## config.mk

```make
export PLATFORM = sky130hd
export DESIGN_NAME = q2r_upconv
export DESIGN_NICKNAME = d
export VERILOG_FILES = /design/src/rtl/q2r_pkg.sv /design/src/rtl/q2r_phase.sv /design/src/rtl/q2r_hb_odd.sv /design/src/rtl/q2r_dly.sv /design/src/rtl/q2r_upconv.sv
export SDC_FILE = /design/constraint.sdc
export NUM_CORES = 2
export LEC_CHECK = 0
export ABC_AREA = 1
export ABC_CLOCK_PERIOD_IN_PS = 22300
export BUFFER_PORTS_ARGS = -buffer_cell sky130_fd_sc_hd__buf_2
export CAP_MARGIN = 15
export CORE_UTILIZATION = 50
export CTS_CLUSTER_DIAMETER = 200
export CTS_CLUSTER_SIZE = 14
export DETAILED_ROUTE_END_ITERATION = 10
export GPL_ROUTABILITY_DRIVEN = 0
export GPL_TIMING_DRIVEN = 0
export PLACE_DENSITY_LB_ADDON = 0.12
export SLEW_MARGIN = 15
export SYNTH_ARGS = -nofsm -noshare
export SYNTH_HDL_FRONTEND = slang
export SYNTH_SLANG_ARGS = --single-unit
```

## constraint.sdc

```tcl
create_clock -name clk_i -period 22.3 [get_ports clk_i]
set_input_delay 1.115 -clock clk_i [delete_from_list [all_inputs] [get_ports clk_i]]
set_output_delay 1.115 -clock clk_i [all_outputs]
set_load 0.01 [all_outputs]
```

## src/rtl/q2r_pkg.sv

```systemverilog
`timescale 1ns/1ps
package q2r_pkg;
  localparam int DW     = 16;
  localparam int CW     = 16;
  localparam int ACC_W  = 40;
  localparam int N_HALF = 4;              // unique odd-branch taps
  localparam int SHIFT  = CW - 2;         // Q15 plus leg gain of two

  typedef logic signed [DW-1:0]    data_t;
  typedef logic signed [CW-1:0]    coef_t;
  typedef logic signed [ACC_W-1:0] acc_t;
  typedef coef_t coef_set_t [N_HALF];

  localparam coef_set_t COEF_DEF = '{16'sd10000, -16'sd2300, 16'sd650, -16'sd158};
  localparam coef_t     CENTRE   = 16'sd16384;

  localparam acc_t SAT_HI = acc_t'(2**(DW-1) - 1);
  localparam acc_t SAT_LO = -acc_t'(2**(DW-1));
  localparam acc_t RND    = acc_t'(2**(SHIFT-1));

  function automatic data_t rnd_sat(acc_t v);
    acc_t r;
    r = (v + RND) >>> SHIFT;
    if (r > SAT_HI)      return data_t'(SAT_HI);
    else if (r < SAT_LO) return data_t'(SAT_LO);
    else                 return data_t'(r);
  endfunction
endpackage

```

## src/rtl/q2r_phase.sv

```systemverilog
`timescale 1ns/1ps
module q2r_phase (
  input  logic clk_i,
  input  logic rst_ni,
  input  logic sync_i,
  output logic acc_o,
  output logic p_used_o
);
  logic cyc_q, ph_q, sync_pend_q;

  assign acc_o    = ~cyc_q;
  assign p_used_o = sync_pend_q ? 1'b0 : ph_q;

  always_ff @(posedge clk_i or negedge rst_ni) begin
    if (!rst_ni) begin
      cyc_q       <= 1'b0;
      ph_q        <= 1'b0;
      sync_pend_q <= 1'b0;
    end else begin
      cyc_q <= ~cyc_q;
      if (acc_o) begin
        ph_q        <= ~p_used_o;
        sync_pend_q <= sync_i;
      end
    end
  end

  AST_SYNC_ZERO_PHASE: assert property (@(posedge clk_i) disable iff (!rst_ni)
    (acc_o && sync_i) |=> ##1 (p_used_o == 1'b0));

  AST_PHASE_FLIP: assert property (@(posedge clk_i) disable iff (!rst_ni)
    (acc_o && !sync_i) |=> ##1 (p_used_o != $past(p_used_o, 2)));
endmodule

```

## src/rtl/q2r_hb_odd.sv

```systemverilog
`timescale 1ns/1ps
module q2r_hb_odd
  import q2r_pkg::*;
#(
  parameter coef_set_t COEF = COEF_DEF
) (
  input  logic  clk_i,
  input  logic  rst_ni,
  input  logic  acc_i,
  input  logic  neg_i,
  input  data_t x_i,
  output data_t y_o
);
  localparam int NW = 2 * N_HALF;

  data_t hist_q [NW-1];
  data_t win [NW];
  acc_t  sum;

  always_comb begin
    win[0] = x_i;
    for (int j = 1; j < NW; j++) win[j] = hist_q[j-1];
    sum = '0;
    for (int k = 0; k < N_HALF; k++)
      sum = sum + acc_t'(COEF[k]) * (acc_t'(win[k]) + acc_t'(win[NW-1-k]));
  end

  always_ff @(posedge clk_i or negedge rst_ni) begin
    if (!rst_ni) begin
      for (int j = 0; j < NW-1; j++) hist_q[j] <= '0;
      y_o <= '0;
    end else if (acc_i) begin
      hist_q[0] <= x_i;
      for (int j = 1; j < NW-1; j++) hist_q[j] <= hist_q[j-1];
      y_o <= rnd_sat(neg_i ? -sum : sum);
    end
  end

  AST_LO_NO_WRAP: assert property (@(posedge clk_i) disable iff (!rst_ni)
    (acc_i && !neg_i && sum > 0) |=> (y_o >= 0));
endmodule

```

## src/rtl/q2r_dly.sv

```systemverilog
`timescale 1ns/1ps
module q2r_dly #(
  parameter int W     = 16,
  parameter int TAP_A = 1,   // both taps must be >= 1
  parameter int TAP_B = 1
) (
  input  logic         clk_i,
  input  logic         rst_ni,
  input  logic [W-1:0] d_i,
  output logic [W-1:0] tap_a_o,
  output logic [W-1:0] tap_b_o
);
  localparam int DEPTH = ((TAP_A > TAP_B) ? TAP_A : TAP_B) + 1;

  logic [W-1:0] st_q [1:DEPTH-1];

  always_ff @(posedge clk_i or negedge rst_ni) begin
    if (!rst_ni) begin
      for (int j = 1; j < DEPTH; j++) st_q[j] <= '0;
    end else begin
      st_q[1] <= d_i;
      for (int j = 2; j < DEPTH; j++) st_q[j] <= st_q[j-1];
    end
  end

  assign tap_a_o = st_q[TAP_A];
  assign tap_b_o = st_q[TAP_B];
endmodule

```

## src/rtl/q2r_upconv.sv

```systemverilog
`timescale 1ns/1ps
module q2r_upconv
  import q2r_pkg::*;
#(
  parameter int LAT_UP_INT = 15,   // odd
  parameter int LAT_LO_INT = 48,   // even
  parameter int LAT_UP_EXT = 9,
  parameter int LAT_LO_EXT = 26,
  parameter coef_set_t COEF = COEF_DEF
) (
  input  logic          clk_i,
  input  logic          rst_ni,
  input  logic          mux_int_i,
  input  logic          sync_i,
  input  logic [DW-1:0] re_i,
  input  logic [DW-1:0] im_i,
  output logic [DW-1:0] a_o,
  output logic [DW-1:0] b_o
);
  localparam int UP_DLY = N_HALF - 1;   // centre-tap position

  logic  acc, p_used;
  data_t re_hist_q [UP_DLY];
  data_t re_old, u_q, l_q;
  acc_t  up_acc;
  logic [DW-1:0] up_int, up_ext, lo_int, lo_ext;

  q2r_phase u_phase (
    .clk_i    (clk_i),
    .rst_ni   (rst_ni),
    .sync_i   (sync_i),
    .acc_o    (acc),
    .p_used_o (p_used)
  );

  // upper leg: centre tap is a pure delay
  assign re_old = re_hist_q[UP_DLY-1];
  assign up_acc = acc_t'(CENTRE) * acc_t'(re_old);

  always_ff @(posedge clk_i or negedge rst_ni) begin
    if (!rst_ni) begin
      for (int j = 0; j < UP_DLY; j++) re_hist_q[j] <= '0;
      u_q <= '0;
    end else if (acc) begin
      re_hist_q[0] <= data_t'(re_i);
      for (int j = 1; j < UP_DLY; j++) re_hist_q[j] <= re_hist_q[j-1];
      u_q <= rnd_sat(p_used ? -up_acc : up_acc);
    end
  end

  // lower leg: symmetric odd-tap branch, opposite sign
  q2r_hb_odd #(.COEF(COEF)) u_lo (
    .clk_i  (clk_i),
    .rst_ni (rst_ni),
    .acc_i  (acc),
    .neg_i  (~p_used),
    .x_i    (data_t'(im_i)),
    .y_o    (l_q)
  );

  q2r_dly #(.W(DW), .TAP_A(LAT_UP_INT-1), .TAP_B(LAT_UP_EXT-1)) u_dly_up (
    .clk_i   (clk_i),
    .rst_ni  (rst_ni),
    .d_i     (u_q),
    .tap_a_o (up_int),
    .tap_b_o (up_ext)
  );

  q2r_dly #(.W(DW), .TAP_A(LAT_LO_INT-1), .TAP_B(LAT_LO_EXT-1)) u_dly_lo (
    .clk_i   (clk_i),
    .rst_ni  (rst_ni),
    .d_i     (l_q),
    .tap_a_o (lo_int),
    .tap_b_o (lo_ext)
  );

  // merged: upper on edges between accepts, lower on accept edges
  always_ff @(posedge clk_i or negedge rst_ni) begin
    if (!rst_ni) begin
      a_o <= '0;
      b_o <= '0;
    end else if (mux_int_i) begin
      a_o <= acc ? lo_int : up_int;
      b_o <= '0;
    end else begin
      a_o <= up_ext;
      b_o <= lo_ext;
    end
  end

  AST_UP_NO_WRAP: assert property (@(posedge clk_i) disable iff (!rst_ni)
    (acc && !p_used && re_old > 0) |=> ($signed(u_q) > 0));

  AST_INT_B_QUIET: assert property (@(posedge clk_i) disable iff (!rst_ni)
    (mux_int_i && $past(mux_int_i)) |-> (b_o == '0));
endmodule

```

# ---- Yosys cells after proc, flatten, opt, wreduce, memory -nomap -nowiden
# Index checks and enable logic that the tools add are counted.
dict set report word_totals {
  mem_bits_ro 0
  mem_count 0
  inputBits 36
  output_inout_bits 32
  latchBits 0
  ff_bits 1203
  ram_bits 0
}
dict set report op_classes {
  order_cmp 4
  n_eq_ne 0
  n_reduce_logical 0
  bitwise_logic 2
  div_mod_pow 0
  muxes 10
  n_addsub 11
  mul 4
  n_shift 0
}
# operator count
set op_table {}
lappend op_table {{$add A40 B40 Y40} 3}
lappend op_table {{$mux W16} 7}
lappend op_table {{$add A40 B15 Y40 const B} 2}
lappend op_table {{$mux W40} 2}
lappend op_table {{$add A16 B16 Y17} 4}
lappend op_table {{$gt A26 B16 Y1 const B} 2}
lappend op_table {{$lt A26 B16 Y1 const B} 2}
lappend op_table {{$mul A10 B40 Y39 const A} 1}
lappend op_table {{$mul A11 B40 Y36 const A} 1}
lappend op_table {{$mul A11 B40 Y38 const A} 1}
lappend op_table {{$mul A8 B40 Y39 const A} 1}
lappend op_table {{$neg A30 Y40} 1}
lappend op_table {{$neg A40 Y40} 1}
lappend op_table {{$not A1 Y1} 2}
lappend op_table {{$mux W1} 1}

# ---- Depth between registers and ports, before layout
dict set report logic_depth {
  ltp_word 11
  ltp_mapped 73
}

# ---- Hierarchy
# A second synthesis with hierarchy kept.
dict set report unflattened {
  hier_cells 5266
  hier_area_um2 55179.2
}
# mod area_per_inst_um2 cells_per_inst n_inst
set modules_own_cells {}
lappend modules_own_cells {q2r_hb_odd 25986.2 3712 1}
lappend modules_own_cells {{q2r_dly (u_dly_lo)} 19058.3 784 1}
lappend modules_own_cells {{q2r_dly (u_dly_up)} 5845.6 256 1}
lappend modules_own_cells {q2r_upconv 4179.0 502 1}
lappend modules_own_cells {q2r_phase 110.1 12 1}

# ---- Worst setup path before layout
# OpenSTA, ideal clock, no wires.
dict set report synth_timing {
  kind {input to register}
  startpoint {input port im_i[0]}
  endpoint {register u_lo.y_o[10]}
  n_path_buf 1
  required_time_ns 22.180
  slack_ns 11.607
  setup_ns 0.120
  t_arrival_ns 10.572
  stages 61
  cell_sequence {ha_1 inv_1 fa_1 nand3b_1 and2_1 nor2_1 o21ai_0 a21oi_1 o21ai_0 nand2_1 a21oi_1 o21bai_1 a21oi_1 o21ai_0 a21oi_1 o21ai_0 xor2_1 ha_1 (+25 left out) nand2_1 nand2_1 nor2_1 inv_1 nor2_1 and2_1 nand2_1 nand2_1 nand2_1 nand2_1 xor2_1 nor3_1 nand4_1 nand2_1 nand2_1 a21oi_4 buf_6 a21oi_2}
}
dict set report synth_via {
  elab_chain_cells 11
}
# item line
set synth_lines {}
lappend synth_lines {{start: declaration} q2r_upconv.sv:16} ;# input logic [DW-1:0] im_i,
lappend synth_lines {{$add A16 B16 Y17 (*)} q2r_hb_odd.sv:25} ;# sum = sum + acc_t'(COEF[k]) * (acc_t'(win[k]) + acc_t'(win[NW-1-k]));
lappend synth_lines {{$mul A11 B40 Y36 (*)} q2r_hb_odd.sv:25}
lappend synth_lines {{$add A40 B40 Y40 (*) (3 in series)} q2r_hb_odd.sv:25}
lappend synth_lines {{$neg A40 Y40} q2r_hb_odd.sv:35} ;# y_o <= rnd_sat(neg_i ? -sum : sum);
lappend synth_lines {{$mux W40 (*)} q2r_hb_odd.sv:35}
lappend synth_lines {{$add A40 B15 Y40 (*)} q2r_pkg.sv:23} ;# r = (v + RND) >>> SHIFT;
lappend synth_lines {{$lt A26 B16 Y1} q2r_pkg.sv:25} ;# else if (r < SAT_LO) return data_t'(SAT_LO);
lappend synth_lines {{$mux W16} q2r_pkg.sv:25}
lappend synth_lines {{$mux W16 (*)} q2r_pkg.sv:24} ;# if (r > SAT_HI) return data_t'(SAT_HI);
lappend synth_lines {{end signal: assignment} q2r_hb_odd.sv:35}
lappend synth_lines {{end: declaration} q2r_hb_odd.sv:12} ;# output data_t y_o
# Every way passes the cells marked *; elsewhere a longest branch is shown, timed or not.
# A chain may end at the register's enable or synchronous reset.

# ---- Worst setup path after layout
dict set report layout_timing {
  startpoint {register u_lo.hist_q[18] (netlist bit)}
  endpoint {register u_lo.y_o[0]}
}
dict set report layout_via {
  elab_chain_cells 11
}
# item line
set layout_lines {}
lappend layout_lines {{start: declaration} q2r_hb_odd.sv:16} ;# data_t hist_q [NW-1];
lappend layout_lines {{$add A16 B16 Y17 (*)} q2r_hb_odd.sv:25}
lappend layout_lines {{$mul A11 B40 Y38 (*)} q2r_hb_odd.sv:25}
lappend layout_lines {{$add A40 B40 Y40 (*) (3 in series)} q2r_hb_odd.sv:25}
lappend layout_lines {{$neg A40 Y40} q2r_hb_odd.sv:35}
lappend layout_lines {{$mux W40 (*)} q2r_hb_odd.sv:35}
lappend layout_lines {{$add A40 B15 Y40 (*)} q2r_pkg.sv:23}
lappend layout_lines {{$lt A26 B16 Y1} q2r_pkg.sv:25}
lappend layout_lines {{$mux W16} q2r_pkg.sv:25}
lappend layout_lines {{$mux W16 (*)} q2r_pkg.sv:24}
# Marked as above.

==> run metrics <==
# resized after CTS 0; Initial Util 0.507; clk_skew 57.2 ps; # clock sinks 1,203; n_diodes 0; startpoint types flop; Most common cell on crit path nand2_1; Syn. warnings 0; slew margin rel. 0.212; Reg area between 0.03 and 0.04 mm2; Seq/Total Area, Yosys 0.561; Post-Syn Instances a little under 5k; crit path kind reg2reg; pre-CTS WS between 8000 and 9000 ps; die area ~0.11 mm2; Pins Over Slew Limit 0; Setup WS post-layout 9370 ps; non-filler instance count after layout roughly 6.5k; Post CTS Setup Buffer Count 0; CTS tree yes; CTS clk-pin slew, worst paths 70 ps; Hold WS roughly 300 ps; first-pass GRT wire length between 150,000 and 200,000 um; Tcrit/Tclk final 0.580; Residual DRC 0; Mapped Avg Cell Area ~11 um2; Initial DRC Count roughly 2.2k; Max stage delay on crit path 670 ps; I/O Buffers 66; unrepaired setup endpoints after global routing false; CP delay by family, top simple AND/OR/NAND/NOR gates; worst hold-check path type reg2reg; buffers plus inverters on the worst setup path 4; multi-input combinational cell area ~0.020 mm2; Worst-Margin Slew 1180 ps; die height approximately 330 um; core area roughly 0.11 mm2; CTS Buffer Depth 3; Max stage delay cell, worst path xor2_1; Rows ~120; Routed WL 107,000 um; Fmax between 0.07 and 0.08 GHz; drt via density about 4.9; Design Area, Final a little under 0.06 mm2; die width roughly 330 um; insertion delay to the later sink of the worst-skew pair 670 ps; # H-tree levels 3; via count 32.0k; #FFs+latches synth 1,203; clock period minus worst slack 12,930 ps; Final Hold Viols 0; # IOs about 70; Layout Area Growth over Synthesis 9.14%; required time of the critical path roughly 23,000 ps; largest net degree at the start of global routing between 150 and 200; final setup vio count 0; Tot GR Track Use 0.206; antenna violations before repair 4; critical path fanouts, max 6; dominant synthesized flop cell dfrtp_1; status complete, no violations; clock root buffer clkbuf_16; CP Capture Type flop; Mapped Nets 5,585; CTS Hold Buffers Added 0; Fill cells roughly 9k; Syn Std Cell Area approximately 0.054 mm2; routed length per instance roughly 16 um; max cap viols 0; share of layout cells above drive strength 1 0.0555; post-DP HPWL roughly 80,000 um; Post-DRT Antenna Nets 0; Congestion Overflow GR 0; Final nets ~5.8k; Pre-antenna DRT Iters 6; EDFF count, synth 0; worst path arrival time 13,460 ps; cell area after placement 0.0560 mm2; fraction of registers with async set/reset 1.00; Num CTS Buffers between 90 and 100; post-synth cell types 54; placed cell count 6,404; vias in the first global route roughly 32k
through the flow:
step,util,setup TNS (ps)
detailed placement,0.529,0
global placement,0.526,-5686590
CTS,0.553,0
global route,0.553,0
floorplan,-,0
finish,0.553,0
cell type report:
type / instances / share of cell area
Tap cell: 1391 / 0.0297
Timing Repair Buffer: 76 / 0.0102
Inverter: 794 / 0.0509
Buffer: 61 / 0.00423
Clock inverter: 7 / 0.00276
Sequential cell: 1203 / 0.514
Multi-Input combinational cell: 2879 / 0.347
Clock buffer: 96 / 0.0407
cells in the mapped netlist (all sizes together) (2+ instances only):
library cell	n	area (um2)
dfrtp	1203	30100
nand2	1122	4290
inv	790	2970
ha	391	4890
nor2	276	1120
fa	221	4420
a21oi	204	1070
xor2	150	1330
nand3	141	738
o21ai	127	639
xnor2	61	534
clkbuf	53	199
nand4	46	288
nor3	30	176
o21bai	21	158
a31oi	20	125
a21o	10	75.1
nand3b	10	75.1
buf	8	48.8
o31ai	6	45.0
nor4	5	31.3
o211ai	5	42.5
or2	5	31.3
a21boi	4	30.0
clkinv	4	15.0
o22ai	4	25.0
and2	3	18.8
mux2i	3	30.0
o21a	3	22.5
a31o	2	17.5
o211a	2	20.0
o221ai	2	17.5
layer usage:
metal / wire [um] / GRT usage / up-vias
met2: 48000 / 0.321 / 606
met3: 5040 / 0.0293 / 128
met1: 51700 / 0.308 / 15758
met4: 1760 / 0.0443 / 4
li1: - / - / 15541
met5: 33 / 0 / -
worst register-to-register path: cells and delay by family, from the launching register on:
kind | cells | cell delay [ps]
flip-flops | 1 | 420
AND/OR/NAND/NOR | 27 | 3930
adder cells (fa/ha/maj) | 9 | 3900
AO/OA/AOI/OAI | 18 | 3120
XOR/XNOR | 2 | 900
buffers and inverters | 4 | 510
logic make-up (layout without fill, tap and decap cells):
group,after synthesis,after routing,synth area share
compound gates,412,412,0.0430
xor+xnor,212,212,0.0351
fa+ha+maj,612,612,0.174
buf+inv,855,1034,0.0602
flops,1203,1203,0.561
mux,4,4,0.000770
simple gates,1639,1639,0.126
final timing paths:
path | start | endpoint | slack, ps | depth (start not counted)
worst max register to register | u_lo.hist_q[18]$_DFFE_PN0N_ | u_lo.y_o[0]$_DFFE_PN0N_ | 9370 | 60
worst max-delay path | u_lo.hist_q[18]$_DFFE_PN0N_ | u_lo.y_o[0]$_DFFE_PN0N_ | 9370 | 60
max in group asynchronous | rst_ni | u_dly_lo.st_q[253]$_DFF_PN0_ | 18030 | 7
worst min-delay path | u_dly_up.st_q[71]$_DFF_PN0_ | u_dly_up.st_q[55]$_DFF_PN0_ | 300 | 0
min in group asynchronous | rst_ni | u_dly_lo.st_q[127]$_DFF_PN0_ | 360 | 1
worst min register to register | u_dly_up.st_q[71]$_DFF_PN0_ | u_dly_up.st_q[55]$_DFF_PN0_ | 300 | 0
state kept, by name, summed over array words and instances, names as in the netlist, 32 cells and up:
register	count
re_hist_q	32
u_dly_up.st_q	192
u_dly_lo.st_q	720
u_lo.hist_q	112
cells in the final DEF, fill, tap and decap left out, types with 119 or more instances in the layout:
master	netlist	final
a21oi_1	192	192
dfrtp_1	1203	1203
fa_1	221	221
ha_1	391	391
inv_1	774	774
nand2_1	1092	1092
nand3_1	136	136
nor2_1	254	254
o21ai_0	119	119
xor2_1	148	147
Power is not shown: default switching activity piles up to over one toggle a cycle in this logic, so the estimate is an artifact.
